[config.mk]
export PLATFORM = sky130hd
export DESIGN_NAME = irq_ctrl
export DESIGN_NICKNAME = d
export VERILOG_FILES = /design/src/rtl/irq_pkg.sv /design/src/rtl/irq_src_bank.sv /design/src/rtl/irq_enable_reg.sv /design/src/rtl/irq_bus_decode.sv /design/src/rtl/irq_ctrl.sv
export SDC_FILE = /design/constraint.sdc
export NUM_CORES = 1
export LEC_CHECK = 0
export ABC_CLOCK_PERIOD_IN_PS = 1200
export BUFFER_PORTS_ARGS = -buffer_cell sky130_fd_sc_hd__buf_2
export CORE_MARGIN = 10
export CORE_UTILIZATION = 34
export DETAILED_ROUTE_END_ITERATION = 12
export PLACE_DENSITY = 0.95
export SETUP_SLACK_MARGIN = 0.1
export SLEW_MARGIN = 40
export SYNTH_ARGS = -nofsm -noshare
export SYNTH_HDL_FRONTEND = slang
export SYNTH_SLANG_ARGS = --single-unit
export TNS_END_PERCENT = 1
[constraint.sdc]
create_clock -name clk -period 1.2 [get_ports clk]
set_input_delay 0.12 -clock clk [delete_from_list [all_inputs] [get_ports clk]]
set_output_delay 0.12 -clock clk [all_outputs]
set_load 0.005 [all_outputs]
[src/rtl/irq_pkg.sv]
// Package: irq_pkg
// Shared sizes, the register address map and the source bit positions for
// the interrupt controller. Assumes word addressing on the register port.
package irq_pkg;
    parameter int NUM_SRC = 3;
    parameter int DATA_W  = 32;
    parameter int ADDR_W  = 2;

    // Source bit positions (host software decodes these)
    parameter int SRC_FRAME = 0;
    parameter int SRC_FLUSH = 1;
    parameter int SRC_OOM   = 2;

    // Sources whose bit follows a level instead of latching a pulse
    parameter logic [NUM_SRC-1:0] LEVEL_MASK = 3'b100;

    typedef enum logic [ADDR_W-1:0] {
        REG_STATUS = 2'd0,
        REG_EN_SET = 2'd1,
        REG_EN_CLR = 2'd2,
        REG_NONE   = 2'd3
    } reg_addr_e;
endpackage

[src/rtl/irq_src_bank.sv]
// Module: irq_src_bank
// Holds one pending bit per source. A pulse source sets its bit on the
// event, and a new event takes priority over an acknowledge. A level
// source is cleared by an acknowledge and set again on the following
// cycles while its level stays high. Assumes ack_mask is a one-cycle strobe.
module irq_src_bank #(
    parameter int NSRC = 3,
    parameter logic [NSRC-1:0] LEVEL = '0
) (
    input  logic            clk,
    input  logic            rst_n,
    input  logic [NSRC-1:0] src_in,
    input  logic [NSRC-1:0] ack_mask,
    output logic [NSRC-1:0] pending
);
    for (genvar i = 0; i < NSRC; i++) begin : g_src
        logic bit_q;
        if (LEVEL[i]) begin : g_level
            // Level source: acknowledge first, then re-sample the level
            always_ff @(posedge clk) begin
                if (!rst_n)           bit_q <= 1'b0;
                else if (ack_mask[i]) bit_q <= 1'b0;
                else if (src_in[i])   bit_q <= 1'b1;
            end
        end else begin : g_pulse
            // Pulse source: new event wins over a same-cycle acknowledge
            always_ff @(posedge clk) begin
                if (!rst_n)           bit_q <= 1'b0;
                else if (src_in[i])   bit_q <= 1'b1;
                else if (ack_mask[i]) bit_q <= 1'b0;
            end
        end
        assign pending[i] = bit_q;
    end
endmodule

[src/rtl/irq_enable_reg.sv]
// Module: irq_enable_reg
// Enable mask, changed only through separate set and clear strobes. The
// address decode guarantees that set and clear never arrive together.
module irq_enable_reg #(
    parameter int NSRC = 3
) (
    input  logic            clk,
    input  logic            rst_n,
    input  logic [NSRC-1:0] set_mask,
    input  logic [NSRC-1:0] clr_mask,
    output logic [NSRC-1:0] enable
);
    logic [NSRC-1:0] en_q;

    // Merge the set bits, then drop the clear bits
    always_ff @(posedge clk) begin
        if (!rst_n) en_q <= '0;
        else        en_q <= (en_q | set_mask) & ~clr_mask;
    end

    assign enable = en_q;
endmodule

[src/rtl/irq_bus_decode.sv]
// Module: irq_bus_decode
// Turns a single-cycle register write into acknowledge, set and clear
// masks, and muxes the read data. Data bits above the source count are
// dropped on writes and read back as 0.
module irq_bus_decode
    import irq_pkg::*;
#(
    parameter int NSRC = 3,
    parameter int DW   = 32,
    parameter int AW   = 2
) (
    input  logic [AW-1:0]   addr,
    input  logic            we,
    input  logic [DW-1:0]   wdata,
    input  logic [NSRC-1:0] pending,
    input  logic [NSRC-1:0] enable,
    output logic [NSRC-1:0] ack_mask,
    output logic [NSRC-1:0] set_mask,
    output logic [NSRC-1:0] clr_mask,
    output logic [DW-1:0]   rdata
);
    localparam int PAD_W = DW - NSRC;

    logic [NSRC-1:0]  wbits;
    logic             unused_wdata_hi;

    assign wbits           = wdata[NSRC-1:0];
    assign unused_wdata_hi = ^wdata[DW-1:NSRC];

    // Route the write data to the mask selected by the address
    always_comb begin
        ack_mask = '0;
        set_mask = '0;
        clr_mask = '0;
        if (we) begin
            case (addr)
                REG_STATUS: ack_mask = wbits;
                REG_EN_SET: set_mask = wbits;
                REG_EN_CLR: clr_mask = wbits;
                default: ;
            endcase
        end
    end

    // Read mux; both enable addresses return the same mask
    always_comb begin
        case (addr)
            REG_STATUS:             rdata = {{PAD_W{1'b0}}, pending};
            REG_EN_SET, REG_EN_CLR: rdata = {{PAD_W{1'b0}}, enable};
            default:                rdata = '0;
        endcase
    end
endmodule

[src/rtl/irq_ctrl.sv]
// Module: irq_ctrl (top)
// Interrupt controller for three engine sources. It contains the pending
// bits, the set/clear enable mask, the register decode and a registered
// combined interrupt output. Assumes one register access per cycle.
module irq_ctrl
    import irq_pkg::*;
(
    input  logic              clk,
    input  logic              rst_n,
    input  logic [ADDR_W-1:0] bus_addr,
    input  logic              bus_we,
    input  logic [DATA_W-1:0] bus_wdata,
    output logic [DATA_W-1:0] bus_rdata,
    input  logic              evt_frame_done,
    input  logic              evt_flush_done,
    input  logic              oom_level,
    output logic              irq_out
);
    logic [NUM_SRC-1:0] src_vec;
    logic [NUM_SRC-1:0] status_q;
    logic [NUM_SRC-1:0] enable_q;
    logic [NUM_SRC-1:0] ack_mask;
    logic [NUM_SRC-1:0] set_mask;
    logic [NUM_SRC-1:0] clr_mask;
    logic               irq_q;

    // Gather the sources into their bit positions
    always_comb begin
        src_vec            = '0;
        src_vec[SRC_FRAME] = evt_frame_done;
        src_vec[SRC_FLUSH] = evt_flush_done;
        src_vec[SRC_OOM]   = oom_level;
    end

    irq_bus_decode #(.NSRC(NUM_SRC), .DW(DATA_W), .AW(ADDR_W)) u_dec (
        .addr     (bus_addr),
        .we       (bus_we),
        .wdata    (bus_wdata),
        .pending  (status_q),
        .enable   (enable_q),
        .ack_mask (ack_mask),
        .set_mask (set_mask),
        .clr_mask (clr_mask),
        .rdata    (bus_rdata)
    );

    irq_src_bank #(.NSRC(NUM_SRC), .LEVEL(LEVEL_MASK)) u_src (
        .clk      (clk),
        .rst_n    (rst_n),
        .src_in   (src_vec),
        .ack_mask (ack_mask),
        .pending  (status_q)
    );

    irq_enable_reg #(.NSRC(NUM_SRC)) u_en (
        .clk      (clk),
        .rst_n    (rst_n),
        .set_mask (set_mask),
        .clr_mask (clr_mask),
        .enable   (enable_q)
    );

    // Register the combined request toward the host
    always_ff @(posedge clk) begin
        if (!rst_n) irq_q <= 1'b0;
        else        irq_q <= |(status_q & enable_q);
    end

    assign irq_out = irq_q;
endmodule

Word level (Yosys, flattened, before mapping). Cells that the tools add are included.

Bitwise gates (word level): 5. Equal/unequal tests: 2. Reductions and logical operators: 6. Muxes and demuxes: 11.

Operators by type and width (number): 3-bit 2-to-1 mux (6); 3-bit bitwise AND (2); 3-bit case mux with 2 select lines (1); 1-bit 2-to-1 mux (4); 2-bit nonzero test (2); 2-bit OR reduction (2); 3-bit NOT (1); 3-bit OR (1); 3-bit OR reduction (1); 2-bit by 1-bit equality test with 1-bit output, second input constant (1); 2-bit equality test, second input constant (1); 2-bit logical NOT (1); 1-bit NOT (1).

Output and inout port bits: 33. Input port bits: 40. Logic and storage cells: 29. Bits in registers: 7.

Longest topological paths before layout. Gate-level depths: netlist of the first run.

Depth after elaboration: 5. Mapped depth: 4. Depth with buffers taken out: 4.

Cells and area by module. From an unflattened synthesis of the first run, not the netlist that was laid out.

Cells, all modules: 75. Area, all modules: 655.6 µm².

By module, submodules not included: irq_bus_decode (cells an instance 51, area an instance 369.1 µm², times used 1, sequential area each 0.0 µm²); irq_src_bank (cells an instance 12, area an instance 141.4 µm², times used 1, sequential area each 60.1 µm²); irq_enable_reg (cells an instance 9, area an instance 108.9 µm², times used 1, sequential area each 60.1 µm²); irq_ctrl (cells an instance 3, area an instance 36.3 µm², times used 1, sequential area each 20.0 µm²).

Least setup slack after synthesis of the first run. Ideal clock, no wire load.

Path kind: register to register. Start: reg u_en.en_q[1], in the netlist u_en.enable[1]. End: reg irq_q, in the netlist irq_out. Clock period less this slack: 0.791 ns. Data arrival time: 0.668 ns. Path slack: 0.409 ns. Library setup time: 0.124 ns. Data required time: 1.076 ns. Path buffers: 0. Cell stages (with the launch flop): 3. Cells stage by stage: dfxtp_1 > a222oi_1 > nor2_1.

Word-level cells in the longest chain between the ends: 2.

Ends and longest elaborated chain: start, declared (RTL line irq_enable_reg.sv:13) `logic [NSRC-1:0] en_q;`; start signal, assigned (RTL line irq_enable_reg.sv:18) `else en_q <= (en_q | set_mask) & ~clr_mask;`; 3-bit bitwise AND (RTL line irq_ctrl.sv:66) `else irq_q <= |(status_q & enable_q);`; 3-bit OR reduction (RTL line irq_ctrl.sv:66); end signal, assigned (RTL line irq_ctrl.sv:66); end, declared (RTL line irq_ctrl.sv:25) `logic irq_q;`.

Every way passes these cells. A chain may end at the register's enable or synchronous reset.

Worst setup path in the final report of the first run.
Start: in bus_addr[0]. End: out bus_rdata[0].

Word-level cells in the longest chain between the ends: 3. Elaborated cells between the ends (all ways): 5. Those cells by class: eq/ne (2); mux (1); reduce/logical (2).

Ends and longest elaborated chain: start, declared (RTL line irq_ctrl.sv:10) `input logic [ADDR_W-1:0] bus_addr,`; 2-bit by 1-bit equality test with 1-bit output or 2-bit equality test (tied branches) (RTL line irq_bus_decode.sv:47) `case (addr)`; 2-bit OR reduction (RTL line irq_bus_decode.sv:47); 3-bit case mux with 2 select lines * (RTL line irq_bus_decode.sv:47); end, declared (RTL line irq_ctrl.sv:13) `output logic [DATA_W-1:0] bus_rdata,`.

Mark *: on every way between the ends. The rest lies on a longest branch, timed or not.

==> flow_summary.yaml, run 1 <==
outcome:
  status: "complete, no violations"
sta:
  rsz0062_at_grt: "yes"
  finalSetupTns_ps: 0
  whs_ps: 94.2
  setup_viol: 0
  fin_crit_ps: 1040
  fin_ws_ps: 162
  period_share_pct: 86.5
  drv_slew: 0
  skew_ps: 1.58
  timing.fmax_mhz: 963
  final_hold_viol_count: 0
routing:
  drtAntennaViolNets: 0
  routed_wirelength_um: 1340
  first_iter_violations: 3
  routed_via_density: 4.34
  wl_per_cell_um: 13.6
  drt_first_pass_iters: 4
  vias: 430
  drc: 0
power:
  ir_drop_mv: 0.323
  power_uw: 584
  powerDensity_nw_per_um2: 981
  power.leakage_nw: 0.314
grt:
  grt_pass1_vias: 447
  grt_max_degree: 10
  use_met2_pct: 11.0
  track_usage_pct: 6.65
  grt-ovfl-total: 0
  use_met1_pct: 5.65
  grt_pass1_wl_um: 1870
  busiest_layer: "met2"
  grt_use_met3_pct: 5.14
  antenna_found_initial: 0
logic_synthesis:
  syn_area_per_cell_um2: 8.74
  yosysUniqueCellTypes: 15
  yosys_register_bits: 7
  synth_warnings: 0
  yosysSeqAreaShare_pct: 23.9
  synthCells: 67
  synth_area_um2: 586
clock_network:
  path_clk_slew_ps: 50
  clock_latency_ps: 260
  cts_buffer_depth: 2
  post-cts-setup-buffers: 0
  clock-root-buffer: "clkbuf_4"
  cts_tree: "built"
  htreeDepth: 1
  cts_buffers: 3
  clock_sinks: 7
floorplanning:
  initial_utilization_pct: 37.6
  die_y_um: 61.5
  fp.dieW_um: 61.5
  die_area_um2: 3780
  row_count: 14
  io_pins: 73
  core_um2: 1560
place:
  hpwl_um: 1180
  dpl_cell_area_um2: 552
  placed_cells: 95
  portBuffers: 14
  place.gp.congestion: 0.780
  pre_cts_ws_ps: 127
setup_path:
  required_ps: 1080
  cp-start-kind: "input pin"
  end_kind: "primary output"
  arrival_ps: 920
  worst-path-max-fanout: 3
  crit_type: "in -> out"
layout:
  fin_util_pct: 38.2
  mostFrequentLayoutCells: "29 x conb_1, 14 x buf_2, 7 x dfxtp_1"
  final_common_cell: "conb_1"
  drive_gt1_share_pct: 27.7
  syn_to_final_growth_pct: 1.71
  final_area_um2: 596
  diodes: 0
  nets: 128
  instances_no_fill: 99
hold_path:
  hp-class: "in -> reg"
run:
  drv_cap: 0
report_power, final:
group	switching [mW]	internal (mW)
sequential	0.0114	0.245
combinational	0.0704	0.0406
clock	0.0899	0.127
total	0.172	0.413
state kept, by name (all words and copies together), names as in the netlist:
signal	flops
u_src.g_src.bit_q	3
u_en.enable	3
irq_out	1
what timing repair did:
action                                 CTS  global route
setup endpoints to repair                0             3
hold buffers                             0             0
endpoints found under the hold margin    0             0
resized for setup                        0             4
critical path, cell delays in order:
cell and delay (ps):
buf_2 120, inv_1 80, ha_2 300, a22oi_2 130
nor2_1 50, buf_2 120
cells by family (layout without fill, tap and decap cells):
logic type               Yosys count  in the layout  synth area share, %
AND/OR/NAND/NOR                    4              4                 2.56
other                              1             29                0.640
adder cells (fa/ha/maj)            4              4                 8.55
buffers and inverters             35             23                 42.3
AO/OA/AOI/OAI                     16             16                 22.0
flip-flops                         7              7                 23.9
final cells by class:
type                       count  area [um2]
tap                           16        20.0
sequential                     7         140
clock buffer                   4        26.3
fill                         170         963
timing repair buffer          14        70.1
inverter                       5        18.8
multi-input combinational     53         320
cell usage after synthesis, drive strengths merged:
cell,number,area [um2]
buf,30,229
dfxtp,7,140
inv,5,18.8
a31oi,4,31.3
ha,4,50.1
nor2,4,15.0
a22oi,3,22.5
a311oi,3,32.5
o21ai,3,15.0
a41oi,2,17.5
a222oi,1,10.0
conb,1,3.75
path summary, 6_finish.rpt:
check                           slack [ps]  cells after the start                   endpoint                      start
worst min-delay path                    90                      2  u_en.enable[0]$_SDFF_PN0_               bus_wdata[0]
worst min register to register         580                      2  u_en.enable[2]$_SDFF_PN0_  u_en.enable[2]$_SDFF_PN0_
worst max-delay path                   160                      6               bus_rdata[0]                bus_addr[0]
worst max register to register         320                      2         irq_out$_SDFF_PN0_  u_en.enable[1]$_SDFF_PN0_
per-layer routing:
layer / up-vias / share of wire (%)
met5: - / 0
met4: 0 / 1.5
met3: 2 / 19
met2: 31 / 46
met1: 191 / 33
li1: 206 / -
(Power assumes the default switching activity.)
==> run 2, diff against run 1 <==
--- a/config.mk
+++ b/config.mk
@@ -8,12 +8,13 @@
 export ABC_CLOCK_PERIOD_IN_PS = 1200
 export BUFFER_PORTS_ARGS = -buffer_cell sky130_fd_sc_hd__buf_2
 export CORE_MARGIN = 10
-export CORE_UTILIZATION = 34
+export CORE_UTILIZATION = 36
 export DETAILED_ROUTE_END_ITERATION = 12
 export PLACE_DENSITY = 0.95
 export SETUP_SLACK_MARGIN = 0.1
 export SLEW_MARGIN = 40
 export SYNTH_ARGS = -nofsm -noshare
 export SYNTH_HDL_FRONTEND = slang
+export SYNTH_HIERARCHICAL = 1
 export SYNTH_SLANG_ARGS = --single-unit
 export TNS_END_PERCENT = 1
==> run 2 against run 1 <==
Effect of this change:
- clock power is 2% lower
- synthesized cell count grew 12%
- via count is 8.6% higher
- hold slack got worse by 5.4 ps
- power up 1.0%
- setup slack got worse by 22 ps
- sequential cell count did not move
- critical endpoint is now bus_rdata[1]
- highest routed layer is now met3
==> flow_summary.yaml, run 2 <==
setup_path:
  required_ps: 1080
  worst-path-max-fanout: 3
  arrival_ps: 940
  end_kind: "primary output"
  cp-start-kind: "flop"
  crit_type: "reg -> out"
power:
  p_sw_uw: 166
  power.share.sequential_pct: 43.2
  ir_drop_mv: 0.345
  cell_internal_pwr_uw: 424
  power_uw: 590
  power.leakage_nw: 0.371
  sw_frac_of_total_pct: 28.1
  power_frac_comb_pct: 21.0
  powerDensity_nw_per_um2: 892
  clkPwrFrac_pct: 35.9
clock_network:
  clock_sinks: 7
  cts_buffer_depth: 2
  path_clk_slew_ps: 50
  post-cts-setup-buffers: 0
  clock_latency_ps: 250
  cts_tree: "built"
  clock-root-buffer: "clkbuf_4"
  cts_buffers: 3
  htreeDepth: 1
routing:
  routed_via_density: 4.10
  routed_wirelength_um: 1500
  drc: 0
  wl_per_cell_um: 13.1
  first_iter_violations: 21
  drt_first_pass_iters: 4
  vias: 467
  drtAntennaViolNets: 0
logic_synthesis:
  yosysSeqAreaShare_pct: 21.4
  yosys_register_bits: 7
  synth_area_um2: 656
  synth_enable_flop_cells: 0
  synth_area_leader_cell: "buf_4"
  synth.most_common_cell: "buf_4"
  yosysUniqueCellTypes: 13
  ys.flop_type: "dfxtp_1"
  syn_area_per_cell_um2: 8.74
  synthCells: 75
  synth_top_area_share_pct: 36.6
  async_reset_ff_share_pct: 0
  synth_area_leaders: "buf_4 37%, dfxtp_1 21%, and3_1 8.6%"
  synth_warnings: 6
  synth_common_cells: "32 x buf_4, 9 x and3_1, 7 x dfxtp_1, 7 x nor2_1"
floorplanning:
  die_area_um2: 3930
  fp.dieW_um: 62.7
  core_um2: 1730
  die_y_um: 62.7
  io_pins: 73
  initial_utilization_pct: 38.0
  row_count: 15
sta:
  setup_viol: 0
  rsz0062_at_grt: "yes"
  fin_crit_ps: 1060
  drv_slew: 0
  final_hold_viol_count: 0
  finalSetupTns_ps: 0
  skew_ps: 3.25
  timing.fmax_mhz: 943
  period_share_pct: 88.3
  whs_ps: 88.8
place:
  hpwl_um: 1310
  portBuffers: 14
  place.gp.congestion: 0.817
layout:
  nets: 134
  drive_gt1_share_pct: 30.3
  n_fill_cell: 193
  final_common_cell: "conb_1"
  mostFrequentLayoutCells: "29 x conb_1, 14 x buf_2, 9 x and3_1"
  syn_to_final_growth_pct: 0.954
  diodes: 0
  fin_util_pct: 38.3
run:
  drv_cap: 0
grt:
  track_usage_pct: 7.56
  grt-ovfl-total: 0
  grt_pass1_wl_um: 2410
  antenna_found_initial: 0
  grt_max_degree: 10
  grt_pass1_vias: 582
outcome:
  status: "complete, no violations"
hold_path:
  hp-class: "in -> reg"
[run 2: changes by cell type after synthesis, moves of 2 or more]
| cell | change |
|---|---|
| nor3b_2 | +4 |
| o21a_1 | +2 |
| o21ai_0 | -3 |
| buf_4 | +3 |
| a41oi_1 | -2 |
| and3_1 | +9 |
| inv_1 | -3 |
| nor2b_4 | +2 |
| a31oi_1 | -3 |
| a311oi_1 | -2 |
| nor2_1 | +3 |
[run 2: worst paths after layout]
check / slack, ps / end / from / cells past startpoint
worst max-delay path: 140 / bus_rdata[1] / u_en/enable[1]$_SDFF_PN0_ / 3
worst max register to register: 340 / irq_out$_SDFF_PN0_ / u_src/g_src[0].bit_q$_SDFFE_PN0P_ / 2
worst min-delay path: 90 / u_src/g_src[0].bit_q$_SDFFE_PN0P_ / evt_frame_done / 2
worst min register to register: 550 / u_en/enable[0]$_SDFF_PN0_ / u_en/enable[0]$_SDFF_PN0_ / 2
[run 2: power by group through the flow]
stage	clock, mW	combinational [mW]	sequential, mW
floorplan	0	0.149	0.254
global placement	0	0.103	0.257
detailed placement	0	0.110	0.259
CTS	0.219	0.116	0.254
global route	0.227	0.139	0.256
finish	0.212	0.124	0.255
[run 2: cell families (layout without fill, tap and decap cells)]
logic type	Yosys count	in the layout	synth area share (%)
DFF	7	7	21.4
other	1	29	0.572
adders and majority gates	4	4	7.63
and+or+nand+nor	23	23	25.4
buffers and inverters	34	20	37.8
AOI/OAI and AO/OA	6	6	7.25
[run 2: cell type report]
class | count | area (um2) | share of cell area (%)
tap | 25 | 31.3 | 4.73
sequential | 7 | 141 | 21.4
timing repair buffer | 14 | 70.1 | 10.6
inverter | 2 | 7.51 | 1.13
clock buffer | 4 | 26.3 | 3.97
multi-input combinational | 62 | 385 | 58.2
[run 2: timing repair]
item	in CTS	in global routing
resized for setup	1	3
setup endpoints to repair	3	2
hold buffers	0	0
hold endpoints to repair	0	0
pin swaps	0	2
[run 2: stage by stage]
stage / std cells / cell area, um2 / setup slack, ps
after floorplan: 103 / 761 / 297
after global placement: 110 / 622 / 119
after detailed placement: 110 / 622 / 39.3
after CTS: 114 / 661 / 118
after global routing: 114 / 662 / 94.4
final: 114 / 662 / 140
[run 2: layer usage]
layer  global-route usage [%]  share of wire [%]
met5                        0                  0
met1                     5.42                 33
met3                     3.94                 11
met4                     7.26                  0
met2                     13.7                 56
[run 2: worst max-delay path, stage by stage, from the launching register on]
cell and delay, ps:
dfxtp_1 330, a22oi_1 190, nor2_1 50, buf_2 120
